**src/rtl/nand_hpar_pkg.sv**
```systemverilog
package nand_hpar_pkg;

    typedef enum logic [1:0] {
        S_IDLE = 2'd0,
        S_RUN  = 2'd1,
        S_DONE = 2'd2
    } hp_state_e;

    // number of column parity pairs (bit index within a byte)
    localparam int COL_BITS = 3;
    // bit width of the result word and base of its odd half
    localparam int RESULT_W = 32;
    localparam int ODD_BASE = 16;
    // bytes carried by one wide beat
    localparam int LANES    = 2;

endpackage

```
**src/rtl/nand_hpar_lane.sv**
```systemverilog
// Parity contribution of one data byte at a given byte address.
module nand_hpar_lane
    import nand_hpar_pkg::*;
#(
    parameter int ADDR_W = 9,
    parameter int PAR_W  = COL_BITS + ADDR_W
) (
    input  logic [7:0]        byte_i,
    input  logic [ADDR_W-1:0] addr_i,
    input  logic              en_i,
    output logic [PAR_W-1:0]  even_o,
    output logic [PAR_W-1:0]  odd_o
);

    logic row_par;

    assign row_par = ^byte_i;

    always_comb begin
        even_o = '0;
        odd_o  = '0;
        // column parities: split bit positions by index bit k
        for (int k = 0; k < COL_BITS; k++) begin
            for (int i = 0; i < 8; i++) begin
                if (((i >> k) & 1) == 1) begin
                    odd_o[k] = odd_o[k] ^ byte_i[i];
                end else begin
                    even_o[k] = even_o[k] ^ byte_i[i];
                end
            end
        end
        // line parities: whole-byte parity steered by address bit k
        for (int k = 0; k < ADDR_W; k++) begin
            if (addr_i[k]) begin
                odd_o[COL_BITS+k] = row_par;
            end else begin
                even_o[COL_BITS+k] = row_par;
            end
        end
        if (!en_i) begin
            even_o = '0;
            odd_o  = '0;
        end
    end

endmodule

```
**src/rtl/nand_hpar_ctrl.sv**
```systemverilog
// Sector sequencing: byte address, lane enables and completion state.
module nand_hpar_ctrl
    import nand_hpar_pkg::*;
#(
    parameter int SIZE_W = 8,
    parameter int ADDR_W = SIZE_W + 1,
    parameter int CNT_W  = ADDR_W + 1
) (
    input  logic              clk,
    input  logic              rst_n,
    input  logic              clr_i,
    input  logic              en_i,
    input  logic              valid_i,
    input  logic              wide_i,
    input  logic [SIZE_W-1:0] sect_units_i,
    output logic              take_o,
    output logic              lane0_en_o,
    output logic              lane1_en_o,
    output logic [ADDR_W-1:0] lane0_addr_o,
    output logic [ADDR_W-1:0] lane1_addr_o,
    output logic              done_o
);

    hp_state_e        state_q, state_d;
    logic [CNT_W-1:0] cnt_q, cnt_d;
    logic [CNT_W-1:0] total;
    logic [CNT_W-1:0] step;
    logic [CNT_W-1:0] next_cnt;
    logic [CNT_W-1:0] cnt_plus1;
    logic             finish;

    // sector length in bytes = 2 * (units + 1)
    assign total     = CNT_W'({sect_units_i, 1'b0}) + CNT_W'(2);
    assign step      = wide_i ? CNT_W'(2) : CNT_W'(1);
    assign next_cnt  = cnt_q + step;
    assign cnt_plus1 = cnt_q + CNT_W'(1);

    assign take_o       = en_i && valid_i && !clr_i && (state_q != S_DONE);
    assign lane0_en_o   = take_o;
    assign lane1_en_o   = take_o && wide_i && (cnt_plus1 < total);
    assign lane0_addr_o = cnt_q[ADDR_W-1:0];
    assign lane1_addr_o = cnt_plus1[ADDR_W-1:0];
    assign finish       = take_o && (next_cnt >= total);

    // next-state decode
    always_comb begin
        state_d = state_q;
        if (clr_i) begin
            state_d = S_IDLE;                     // T_CLEAR
        end else begin
            unique case (state_q)
                S_IDLE: begin
                    if (finish) begin
                        state_d = S_DONE;         // T_FINISH
                    end else if (take_o) begin
                        state_d = S_RUN;          // T_START
                    end
                end
                S_RUN: begin
                    if (finish) begin
                        state_d = S_DONE;         // T_FINISH
                    end
                end
                S_DONE:  state_d = S_DONE;
                default: state_d = S_IDLE;
            endcase
        end
    end

    always_comb begin
        cnt_d = cnt_q;
        if (clr_i) begin
            cnt_d = '0;
        end else if (take_o) begin
            cnt_d = next_cnt;
        end
    end

    // state register
    always_ff @(posedge clk or negedge rst_n) begin
        if (!rst_n) begin
            state_q <= S_IDLE;
            cnt_q   <= '0;
        end else begin
            state_q <= state_d;
            cnt_q   <= cnt_d;
        end
    end

    // outputs
    always_comb begin
        done_o = (state_q == S_DONE);
    end

endmodule

```
**src/rtl/nand_hpar_acc.sv**
```systemverilog
// Parity accumulator: folds lane contributions into the running code.
module nand_hpar_acc #(
    parameter int PAR_W = 12
) (
    input  logic             clk,
    input  logic             rst_n,
    input  logic             clr_i,
    input  logic             take_i,
    input  logic [PAR_W-1:0] even0_i,
    input  logic [PAR_W-1:0] odd0_i,
    input  logic [PAR_W-1:0] even1_i,
    input  logic [PAR_W-1:0] odd1_i,
    output logic [PAR_W-1:0] even_o,
    output logic [PAR_W-1:0] odd_o
);

    always_ff @(posedge clk or negedge rst_n) begin
        if (!rst_n) begin
            even_o <= '0;
            odd_o  <= '0;
        end else if (clr_i) begin
            even_o <= '0;
            odd_o  <= '0;
        end else if (take_i) begin
            even_o <= even_o ^ even0_i ^ even1_i;
            odd_o  <= odd_o ^ odd0_i ^ odd1_i;
        end
    end

endmodule

```
**src/rtl/nand_hpar_pack.sv**
```systemverilog
// Places parities in the result word and interleaves the code bytes.
module nand_hpar_pack
    import nand_hpar_pkg::*;
#(
    parameter int PAR_W  = 12,
    parameter int CODE_W = 2 * PAR_W
) (
    input  logic [PAR_W-1:0]    even_i,
    input  logic [PAR_W-1:0]    odd_i,
    output logic [RESULT_W-1:0] result_o,
    output logic [CODE_W-1:0]   code_o
);

    always_comb begin
        result_o                  = '0;
        result_o[PAR_W-1:0]       = even_i;
        result_o[ODD_BASE+:PAR_W] = odd_i;
    end

    // low even byte, low odd byte, then high even bits below high odd bits
    assign code_o = {odd_i[PAR_W-1:8], even_i[PAR_W-1:8], odd_i[7:0], even_i[7:0]};

endmodule

```
**src/rtl/nand_hamming_gen.sv**
```systemverilog
module nand_hamming_gen
    import nand_hpar_pkg::*;
#(
    parameter int SIZE_W = 8,
    localparam int ADDR_W = SIZE_W + 1,
    localparam int CNT_W  = ADDR_W + 1,
    localparam int PAR_W  = COL_BITS + ADDR_W,
    localparam int CODE_W = 2 * PAR_W
) (
    input  logic                clk,
    input  logic                rst_n,
    input  logic                clr,
    input  logic                en,
    input  logic                wide,
    input  logic [SIZE_W-1:0]   sect_units,
    input  logic [15:0]         din,
    input  logic                din_valid,
    output logic [RESULT_W-1:0] result,
    output logic [CODE_W-1:0]   code,
    output logic                done
);

    logic                           take;
    logic [LANES-1:0]               lane_en;
    logic [LANES-1:0][ADDR_W-1:0]   lane_addr;
    logic [LANES-1:0][PAR_W-1:0]    lane_even;
    logic [LANES-1:0][PAR_W-1:0]    lane_odd;
    logic [PAR_W-1:0]               acc_even;
    logic [PAR_W-1:0]               acc_odd;

    nand_hpar_ctrl #(
        .SIZE_W (SIZE_W),
        .ADDR_W (ADDR_W),
        .CNT_W  (CNT_W)
    ) u_ctrl (
        .clk          (clk),
        .rst_n        (rst_n),
        .clr_i        (clr),
        .en_i         (en),
        .valid_i      (din_valid),
        .wide_i       (wide),
        .sect_units_i (sect_units),
        .take_o       (take),
        .lane0_en_o   (lane_en[0]),
        .lane1_en_o   (lane_en[1]),
        .lane0_addr_o (lane_addr[0]),
        .lane1_addr_o (lane_addr[1]),
        .done_o       (done)
    );

    for (genvar g = 0; g < LANES; g++) begin : g_lane
        nand_hpar_lane #(
            .ADDR_W (ADDR_W),
            .PAR_W  (PAR_W)
        ) u_lane (
            .byte_i (din[8*g +: 8]),
            .addr_i (lane_addr[g]),
            .en_i   (lane_en[g]),
            .even_o (lane_even[g]),
            .odd_o  (lane_odd[g])
        );
    end

    nand_hpar_acc #(
        .PAR_W (PAR_W)
    ) u_acc (
        .clk     (clk),
        .rst_n   (rst_n),
        .clr_i   (clr),
        .take_i  (take),
        .even0_i (lane_even[0]),
        .odd0_i  (lane_odd[0]),
        .even1_i (lane_even[1]),
        .odd1_i  (lane_odd[1]),
        .even_o  (acc_even),
        .odd_o   (acc_odd)
    );

    nand_hpar_pack #(
        .PAR_W  (PAR_W),
        .CODE_W (CODE_W)
    ) u_pack (
        .even_i   (acc_even),
        .odd_i    (acc_odd),
        .result_o (result),
        .code_o   (code)
    );

endmodule

```
**config.mk**
```make
export PLATFORM = sky130hd
export DESIGN_NAME = nand_hamming_gen
export DESIGN_NICKNAME = d
export VERILOG_FILES = /design/src/rtl/nand_hpar_pkg.sv /design/src/rtl/nand_hpar_lane.sv /design/src/rtl/nand_hpar_ctrl.sv /design/src/rtl/nand_hpar_acc.sv /design/src/rtl/nand_hpar_pack.sv /design/src/rtl/nand_hamming_gen.sv
export SDC_FILE = /design/constraint.sdc
export NUM_CORES = 1
export LEC_CHECK = 0
export BUFFER_PORTS_ARGS = -buffer_cell sky130_fd_sc_hd__buf_2
export CAP_MARGIN = 20
export CORE_MARGIN = 1
export CORE_UTILIZATION = 50
export DETAILED_ROUTE_END_ITERATION = 12
export PLACE_DENSITY = 0.73
export REMOVE_ABC_BUFFERS = 1
export SLEW_MARGIN = 40
export SYNTH_ARGS = -nofsm -noshare
export SYNTH_HDL_FRONTEND = slang
export SYNTH_SLANG_ARGS = --single-unit
```
**constraint.sdc**
```tcl
create_clock -name clk -period 4.2 [get_ports clk]
set_input_delay 0.63 -clock clk [delete_from_list [all_inputs] [get_ports clk]]
set_output_delay 0.63 -clock clk [all_outputs]
set_load 0.02 [all_outputs]
```
### Word-level counts from Yosys, hierarchy flattened

Cells that the tools add are included.

| word-level totals | value |
|---|---|
| flip-flop bits (word level) | 36 |
| input port bits | 30 |
| output and inout port bits | 57 |
| logic and storage cells | 116 |

| operators by class | value |
|---|---|
| add/sub/neg operators | 3 |
| order comparisons | 2 |
| equal/unequal tests | 5 |
| multiplexer cells | 52 |
| bitwise logic cells | 38 |
| reductions and logical operators | 12 |

Operators with widths:

| operator | count |
|---|---|
| $mux 12 | 8 |
| $xor 12x12->12 | 4 |
| $mux 1 | 36 |
| $xor 1x1->1 | 34 |
| $mux 10 | 2 |
| $reduce_xor 8->1 | 2 |
| $add 10x1->10 const B | 1 |
| $add 10x10->10 | 1 |
| $add 9x2->10 const B | 1 |
| $ge 10x10->1 | 1 |
| $lt 10x10->1 | 1 |
| $mux 2 | 5 |
| $logic_and 1x1->1 | 6 |
| $pmux 2 s3 | 1 |
| $ne 4x2->1 const B | 1 |
| $ne 3x2->1 const B | 1 |
| $eq 2x1->1 const B | 1 |
| $eq 2x2->1 const B | 1 |
| $logic_not 2->1 | 1 |
| $ne 2x2->1 const B | 1 |
| $reduce_and 2->1 | 1 |
| $reduce_bool 2->1 | 1 |
| $logic_not 1->1 | 1 |

### Longest topological paths before layout

Gate-level depths: netlist of run 1.

| depth | value |
|---|---|
| word-level depth | 9 |
| gate-level depth with buffers | 15 |
| depth with buffers taken out | 14 |

### By module

Synthesis of run 1 repeated with hierarchy kept, for this count alone.

| second synthesis, totals | value |
|---|---|
| cell total of the unflattened synthesis | 495 |
| area total of the unflattened synthesis | 4,068.9 sq um |

Modules (own cells, without submodules):

| module | instances | cells an instance | area each (sq um) | seq. area each (sq um) |
|---|---|---|---|---|
| nand_hpar_ctrl | 1 | 180 | 1,496.4 | 300.3 |
| nand_hpar_acc | 1 | 154 | 1,460.2 | 600.6 |
| nand_hpar_lane | 2 | 52 | 344.1 | 0.0 |
| nand_hpar_pack | 1 | 57 | 424.2 | 0.0 |

### Worst setup path after synthesis of run 1

OpenSTA, ideal clock, no wires.

| path | value |
|---|---|
| path type | in2reg |
| from | input wide |
| to | register u_ctrl.state_q[1] |
| setup time | 0.078 ns |
| data arrival time | 2.968 ns |
| required time | 4.122 ns |
| slack | 1.154 ns |
| stages | 15 |
| buffers on the path | 1 |
| cells stage by stage | inv_1 ha_1 inv_1 fa_1 clkbuf_1 nor2_1 xor2_1 ha_1 nand4_1 a21oi_1 a2111oi_0 o21ai_0 a31oi_1 or3_1 a21oi_1 |

| between the ends | value |
|---|---|
| cells in the longest elaborated chain, start to end | 7 |
| elaborated cells between the ends (all ways) | 10 |
| those cells by class | add/sub: 1; order compare: 1; eq/ne: 2; mux: 4; reduce/logical: 2 |

Ends and longest elaborated chain:

| element | line | source |
|---|---|---|
| start, declared | nand_hamming_gen.sv:14 | `input logic wide,` |
| $mux 2 (*) | nand_hpar_ctrl.sv:34 | `assign step = wide_i ? CNT_W'(2) : CNT_W'(1);` |
| $add 10x10->10 (*) | nand_hpar_ctrl.sv:35 | `assign next_cnt = cnt_q + step;` |
| $ge 10x10->1 (*) | nand_hpar_ctrl.sv:43 | `assign finish = take_o && (next_cnt >= total);` |
| $logic_and 1x1->1 (*) | nand_hpar_ctrl.sv:43 |  |
| $mux 2 | nand_hpar_ctrl.sv:53 | `if (finish) begin` |
| $pmux 2 s3 | nand_hpar_ctrl.sv:51 | `unique case (state_q)` |
| $mux 2 | nand_hpar_ctrl.sv:48 | `if (clr_i) begin` |
| end signal, assigned | nand_hpar_ctrl.sv:85 | `state_q <= state_d;` |
| end, declared | nand_hpar_ctrl.sv:24 | `hp_state_e state_q, state_d;` |

Mark *: on every way between the ends. The rest lies on a longest branch, timed or not.
A chain may end at the register's enable or synchronous reset.

### Final worst setup path of run 1

| path | value |
|---|---|
| from | register u_ctrl.cnt_q[2] |
| to | register u_acc.odd_o[5] |

| between the ends | value |
|---|---|
| cells in the longest elaborated chain, start to end | 7 |
| elaborated cells between the ends (all ways) | 11 |
| those cells by class | add/sub: 1; order compare: 1; mux: 6; bitwise: 2; reduce/logical: 1 |

Ends and longest elaborated chain:

| element | line | source |
|---|---|---|
| start, declared | nand_hpar_ctrl.sv:25 | `logic [CNT_W-1:0] cnt_q, cnt_d;` |
| start signal, assigned | nand_hpar_ctrl.sv:86 | `cnt_q <= cnt_d;` |
| $add 10x1->10 | nand_hpar_ctrl.sv:36 | `assign cnt_plus1 = cnt_q + CNT_W'(1);` |
| $lt 10x10->1 | nand_hpar_ctrl.sv:40 | `assign lane1_en_o = take_o && wide_i && (cnt_plus1 < total);` |
| $logic_and 1x1->1 | nand_hpar_ctrl.sv:40 |  |
| $mux 12 | nand_hpar_lane.sv:40 | `if (!en_i) begin` |
| $xor 12x12->12 (*) | nand_hpar_acc.sv:26 | `odd_o <= odd_o ^ odd0_i ^ odd1_i;` |
| $mux 12 (*) | nand_hpar_acc.sv:24 | `end else if (take_i) begin` |
| $mux 12 (*) | nand_hpar_acc.sv:21 | `end else if (clr_i) begin` |
| end signal, assigned | nand_hpar_acc.sv:26 |  |
| end, declared | nand_hpar_acc.sv:14 | `output logic [PAR_W-1:0] odd_o` |

Mark *: on every way between the ends. The rest lies on a longest branch, timed or not. The select of a mux whose other input is x is not followed.

==> flow_summary_export.csv, run 1 <==
group,metric,value,unit
yosys,yosysSeqAreaShare,26.6,%
drt,wl_met1,3.08,mm
global_route,grt.overflow.total,0,
power,vdd_ir_drop_max,0.227,mV
cells_and_area,layout_common_cells,"buf_2, xnor2_1, nor2_1",
die,die_x,84.3,um
timing,setup-violations-final,0,
drt,vias,2774,
global_route,grt_pass1_wl,11.9,mm
global_route,grt_max_degree,39,
clock_network,root_buffer,"clkbuf_8",
drt,wl_per_cell,13.7,um
cells_and_area,fin_area,3670,sq um
cells_and_area,layout_commonest_cell,"buf_2",
die,die-area,7100,sq um
timing,timing.hold.ws,0.286,ns
die,ioPinCount,87,
drt,dr_wl_met2,3.63,mm
die,die_h,84.3,um
die,placementRows,29,
cells_and_area,drive_gt1_share,20.9,%
cells_and_area,antenna_cells,0,
yosys,synth.distinct_cells,41,
timing,timing.slew.headroom,55.8,%
drt,drt_iter0_drc,99,
power,power_density,257,nW/um^2
cells_and_area,area_delta_synth_final,8.62,%
place,place_area,3580,sq um
place,place_ws,0.610,ns
drt,drt-total-wl,7.11,mm
worst_setup_path,arrival,3.72,ns
yosys,syn_area,3380,sq um
drt,via_per_inst,5.32,
yosys,synth_ff_type,"dfrtp_1",
drt,wl_met3,314,um
die,start_util,52.4,%
yosys,async_flop_share,100,%
power,p_leak,1.77,nW
clock_network,cts_made_buffers,5,
status,status,"finished, violations left",
place,placed_cells_incl_taps,513,
timing,fin_crit_sh,84.6,%
clock_network,clk_latency,0.28,ns
cells_and_area,fillers,634,
worst_setup_path,end_kind,"flip-flop",
timing,final_period_minus_worst_setup_slack,3.55,ns
yosys,synth_edf_count,0,
yosys,ys_ff_latch,36,
worst_setup_path,crit_type,"reg2reg",
drt,postRouteAntennaNets,0,
clock_network,tritoncts,"done",
clock_network,cts_resized,0,
clock_network,cts_setup_buffers,0,
worst_setup_path,required,4.36,ns
timing,rsz0062_at_grt,"no",
timing,tightest_slew,0.662,ns
place,io_buffers,78,
flow_run,drv_cap,0,
drt,routed.top_layer,"met4",
clock_network,htree_levels,2,
min_path,min_path_type,"in2async",
status,violations,"design-rule violations",
yosys,yosysWarnings,0,
clock_network,path_clk_slew,0.07,ns
timing,hold_violations,0,
worst_setup_path,cpPeakStageDelay,0.58,ns
timing,tns,0,ns
die,floorplan.core_area,6460,sq um
timing,finalMaxSlewViolations,0,
yosys,synthesis.instances,401,
drt,drt_pass1_iterations,8,
clock_network,hold_buffers,0,
cells_and_area,fin_nets,500,
global_route,grt_pass1_vias,2594,
global_route,grt_usage,20.8,%
worst_setup_path,path_cells,"and3_1, and2_1, nand4_1, xnor2_1, ha_1, nand4_1, o2111ai_1, nor3_2, and2_1, mux2i_1, o22ai_1, mux2i_1",
drt,drc_errors,2,
worst_setup_path,cp-start-kind,"flip-flop",
timing,finalWorstSetupSlack,0.648,ns
worst_setup_path,cp_max_fo,14,
place,place_congestion,0.911,
clock_network,cts_sinks,36,
yosys,syn_avg_cell_area,8.44,sq um
clock_network,cts_buffer_depth,2,
timing,finalClockSkew,0.00393,ns
worst_setup_path,crit_slowest_cell,"dfrtp_1",
global_route,antenna_found_initial,0,
place,dp_hpwl,5.59,mm
timing,fmax,281,MHz
cells_and_area,fin_cells,521,
-- final cells by class --
type	count	area, sq um	area share [%]
clock inverter	1	5.00	0.136
inverter	11	41.3	1.12
timing repair buffer	79	404	11.0
tap	77	96.3	2.62
clock buffer	6	72.6	1.97
sequential	36	901	24.5
multi-input combinational	311	2150	58.6
-- logic make-up (layout without fill, tap and decap cells) --
logic type                 after synthesis  count (layout)  share of synthesized area [%]
xor gates and xnor gates                91              91                           24.4
buffers and inverters                   61              97                           10.5
DFF                                     36              36                           26.6
adders and majority gates               26              26                           9.84
other                                    1               8                          0.111
muxes                                    4               4                           1.18
and+or+nand+nor                        128             128                           18.1
AOI/OAI and AO/OA                       54              54                           9.25
-- cell usage after synthesis (all sizes together) (5+ instances only) --
library cell	n	share of area, %
a21o	5	1.1
a21oi	24	3.6
buf	35	7.6
clkbuf	15	1.7
dfrtp	36	27
ha	25	9.2
inv	11	1.2
nand2	23	2.6
nand3	16	2.4
nand4	7	1.3
nor2	44	5.0
nor3	15	2.4
o21ai	13	1.9
or3	9	1.7
xnor2	58	16
xor2	33	8.8
-- state kept, by name, summed over array words and instances (netlist names) --
name and flops:
u_acc.even_o 12, u_acc.odd_o 12, u_ctrl.cnt_q 10, u_ctrl.state_q 2
-- worst paths after layout --
check / start / to / slack (ns) / depth (start not counted)
min reg2reg: u_acc.even_o[5]$_DFFE_PN0P_ / u_acc.even_o[5]$_DFFE_PN0P_ / 0.51 / 1
max: u_ctrl.cnt_q[2]$_DFFE_PN0P_ / u_acc.odd_o[5]$_DFFE_PN0P_ / 0.65 / 12
max reg2reg: u_ctrl.cnt_q[2]$_DFFE_PN0P_ / u_acc.odd_o[5]$_DFFE_PN0P_ / 0.65 / 12
max in group asynchronous: rst_n / u_acc.odd_o[1]$_DFFE_PN0P_ / 3.59 / 1
min: rst_n / u_ctrl.state_q[0]$_DFFE_PN0P_ / 0.29 / 1
min in group clk: u_acc.even_o[5]$_DFFE_PN0P_ / u_acc.even_o[5]$_DFFE_PN0P_ / 0.51 / 1
-- metal layers --
layer / vias to the layer above / track usage, %
met3: 10 / 3.44
met2: 79 / 36.6
met1: 1293 / 26.0
li1: 1392 / -
met4: 0 / 6.43
met5: - / 0
-- power by group --
part	internal, W	switching (W)
clock	0.000113	0.000117
sequential	0.000365	0.0000189
combinational	0.000125	0.000205
total	0.000603	0.000341
-- metrics by stage --
step / utilization [%] / total power [W]
6_report: 56.9 / 0.000943
5_1_grt: 56.9 / 0.00100
4_1_cts: 56.7 / 0.000952
3_5_place_dp: 55.5 / 0.000719
3_3_place_gp: 55.5 / 0.000712
2_1_floorplan: - / 0.000614
-- worst max-delay path: cells and delay by family, from the launching register on --
family,cells,cell delay (ns)
simple gates,6,1.43
flops,1,0.58
mux,2,0.44
compound gates,2,0.34
xor+xnor,1,0.31
fa+ha+maj,1,0.30
Power figures use the tool's default switching activity.
==> inputs of run 2 (changes only) <==
==> constraint.sdc (replaced) <==
create_clock -name clk -period 3.5 [get_ports clk]
set_input_delay 0.525 -clock clk [delete_from_list [all_inputs] [get_ports clk]]
set_output_delay 0.525 -clock clk [all_outputs]
set_load 0.02 [all_outputs]
==> run 2 against run 1 <==
Against the previous run:
- the run still ends with design-rule violations left
- die area stayed put
- global-route usage is 0.45 points higher
- final area increased by 1.9%
- combinational power is 21% higher
- count of clock-buffer cells in the layout up 2
- worst setup slack got worse by 0.31 ns
- non-clock buffer count is 8 higher
- fmax up 12%
- critical path type unchanged
==> flow_summary_export.csv, run 2 (synthesis gave the netlist of run 1 again) <==
group,metric,value,unit
drt,vias,2761,
cells_and_area,area_delta_synth_final,10.7,%
cells_and_area,largestRegisters,"u_acc.even_o x12, u_acc.odd_o x12, u_ctrl.cnt_q x10",
timing,tns,0,ns
timing,finalMaxSlewViolations,0,
clock_network,hold_buffers,0,
place,placed_cells_incl_taps,522,
global_route,grt.overflow.total,0,
timing,timing.slew.headroom,63.7,%
cells_and_area,antenna_cells,0,
clock_network,tritoncts,"done",
worst_setup_path,arrival,3.33,ns
place,dp_hpwl,5.47,mm
clock_network,cts_made_buffers,5,
worst_setup_path,cp_max_fo,12,
worst_setup_path,crit_type,"reg2reg",
global_route,grt_pass1_wl,12.1,mm
cells_and_area,fin_nets,508,
power,p_total,0.00117,W
clock_network,htree_levels,2,
worst_setup_path,end_kind,"flip-flop",
cells_and_area,layout_common_cells,"buf_2, xnor2_1, nor2_1",
timing,rsz0062_at_grt,"no",
worst_setup_path,r2r.worst_path.cells,11,
min_path,min_path_type,"in2async",
cells_and_area,fin_cells,530,
die,die-area,7100,sq um
clock_network,root_buffer,"clkbuf_8",
worst_setup_path,cp-start-kind,"flip-flop",
cells_and_area,layout_commonest_cell,"buf_2",
timing,setup-violations-final,0,
die,die_h,84.3,um
drt,drt-total-wl,7.06,mm
timing,hold_violations,0,
power,power_density,311,nW/um^2
worst_setup_path,required,3.67,ns
power,vdd_ir_drop_max,0.263,mV
flow_run,drv_cap,0,
place,place_congestion,0.860,
die,placementRows,29,
place,place_ws,0.119,ns
global_route,grt_max_degree,38,
global_route,grt_usage,21.2,%
timing,fmax,316,MHz
die,die_x,84.3,um
power,p_leak,1.82,nW
timing,fin_crit_sh,90.3,%
drt,postRouteAntennaNets,0,
drt,drc_errors,2,
timing,finalClockSkew,0.00248,ns
cells_and_area,fillers,590,
cells_and_area,drive_gt1_share,22.5,%
timing,tightest_slew,0.544,ns
drt,drt_iter0_drc,170,
clock_network,clk_latency,0.29,ns
status,status,"finished, violations left",
clock_network,path_clk_slew,0.07,ns
die,start_util,52.4,%
clock_network,cts_buffer_depth,2,
place,io_buffers,78,
status,violations,"design-rule violations",
clock_network,cts_sinks,36,
timing,finalWorstSetupSlack,0.340,ns
global_route,antenna_found_initial,0,
drt,via_per_inst,5.21,
die,ioPinCount,87,
timing,final_period_minus_worst_setup_slack,3.16,ns
drt,wl_per_cell,13.3,um
die,floorplan.core_area,6460,sq um
global_route,grt_pass1_vias,2592,
drt,drt_pass1_iterations,8,
## run 2: worst max-delay path: stages (launching register included)
cell	delay [ns]
dfrtp_1	0.46
ha_1	0.34
nand2_1	0.10
xnor2_1	0.35
ha_1	0.31
nand4_1	0.12
o2111ai_1	0.19
nor3_2	0.29
and2_2	0.36
mux2i_1	0.27
o22ai_1	0.13
mux2i_1	0.13
## run 2: final timing paths
check	start	end	slack (ns)
hold reg to reg	u_acc.odd_o[5]$_DFFE_PN0P_	u_acc.odd_o[5]$_DFFE_PN0P_	0.50
hold / removal	rst_n	u_ctrl.state_q[1]$_DFFE_PN0P_	0.18
setup reg to reg	u_ctrl.cnt_q[1]$_DFFE_PN0P_	u_acc.odd_o[5]$_DFFE_PN0P_	0.34
setup / recovery	u_ctrl.cnt_q[1]$_DFFE_PN0P_	u_acc.odd_o[5]$_DFFE_PN0P_	0.34
max in group asynchronous	rst_n	u_ctrl.cnt_q[0]$_DFFE_PN0P_	2.99
min in group clk	u_acc.odd_o[5]$_DFFE_PN0P_	u_acc.odd_o[5]$_DFFE_PN0P_	0.50
## run 2: power breakdown
group	switching [W]	internal, W
combinational	0.000248	0.000152
sequential	0.0000205	0.000438
clock	0.000146	0.000161
## run 2: timing repair
action | 4_1_cts | 5_1_grt
buffers inserted | 0 | 0
resized for setup | 0 | 1
setup endpoints to repair | 0 | 4
## run 2: metrics by stage
| stage | hold WS (ns) | cell area (sq um) | util, % |
|---|---|---|---|
| CTS | 0.348 | 3740 | 57.9 |
| floorplan | 0.229 | 3100 | - |
| global placement | 0.482 | 3650 | 56.5 |
| global route | 0.216 | 3740 | 58.0 |
| detailed placement | 0.498 | 3650 | 56.5 |
| finish | 0.176 | 3740 | 58.0 |
## run 2: final cells by class
type	instances	area, sq um	share of cell area (%)
Inverter	11	41.3	1.10
Sequential cell	36	901	24.1
Timing Repair Buffer	87	460	12.3
Tap cell	77	96.3	2.57
Clock buffer	8	90.1	2.41
Multi-Input combinational cell	311	2160	57.6
## run 2: metal layers
metal  vias to the layer above  global-route usage (%)  wire, um  share of wire (%)
met5                         -                       0         0                  0
met4                         0                    5.17        68               0.96
met3                         7                    3.74       292                4.1
met2                        71                    36.7      3510                 50
met1                      1275                    27.6      3190                 45
li1                       1408                       -         -                  -
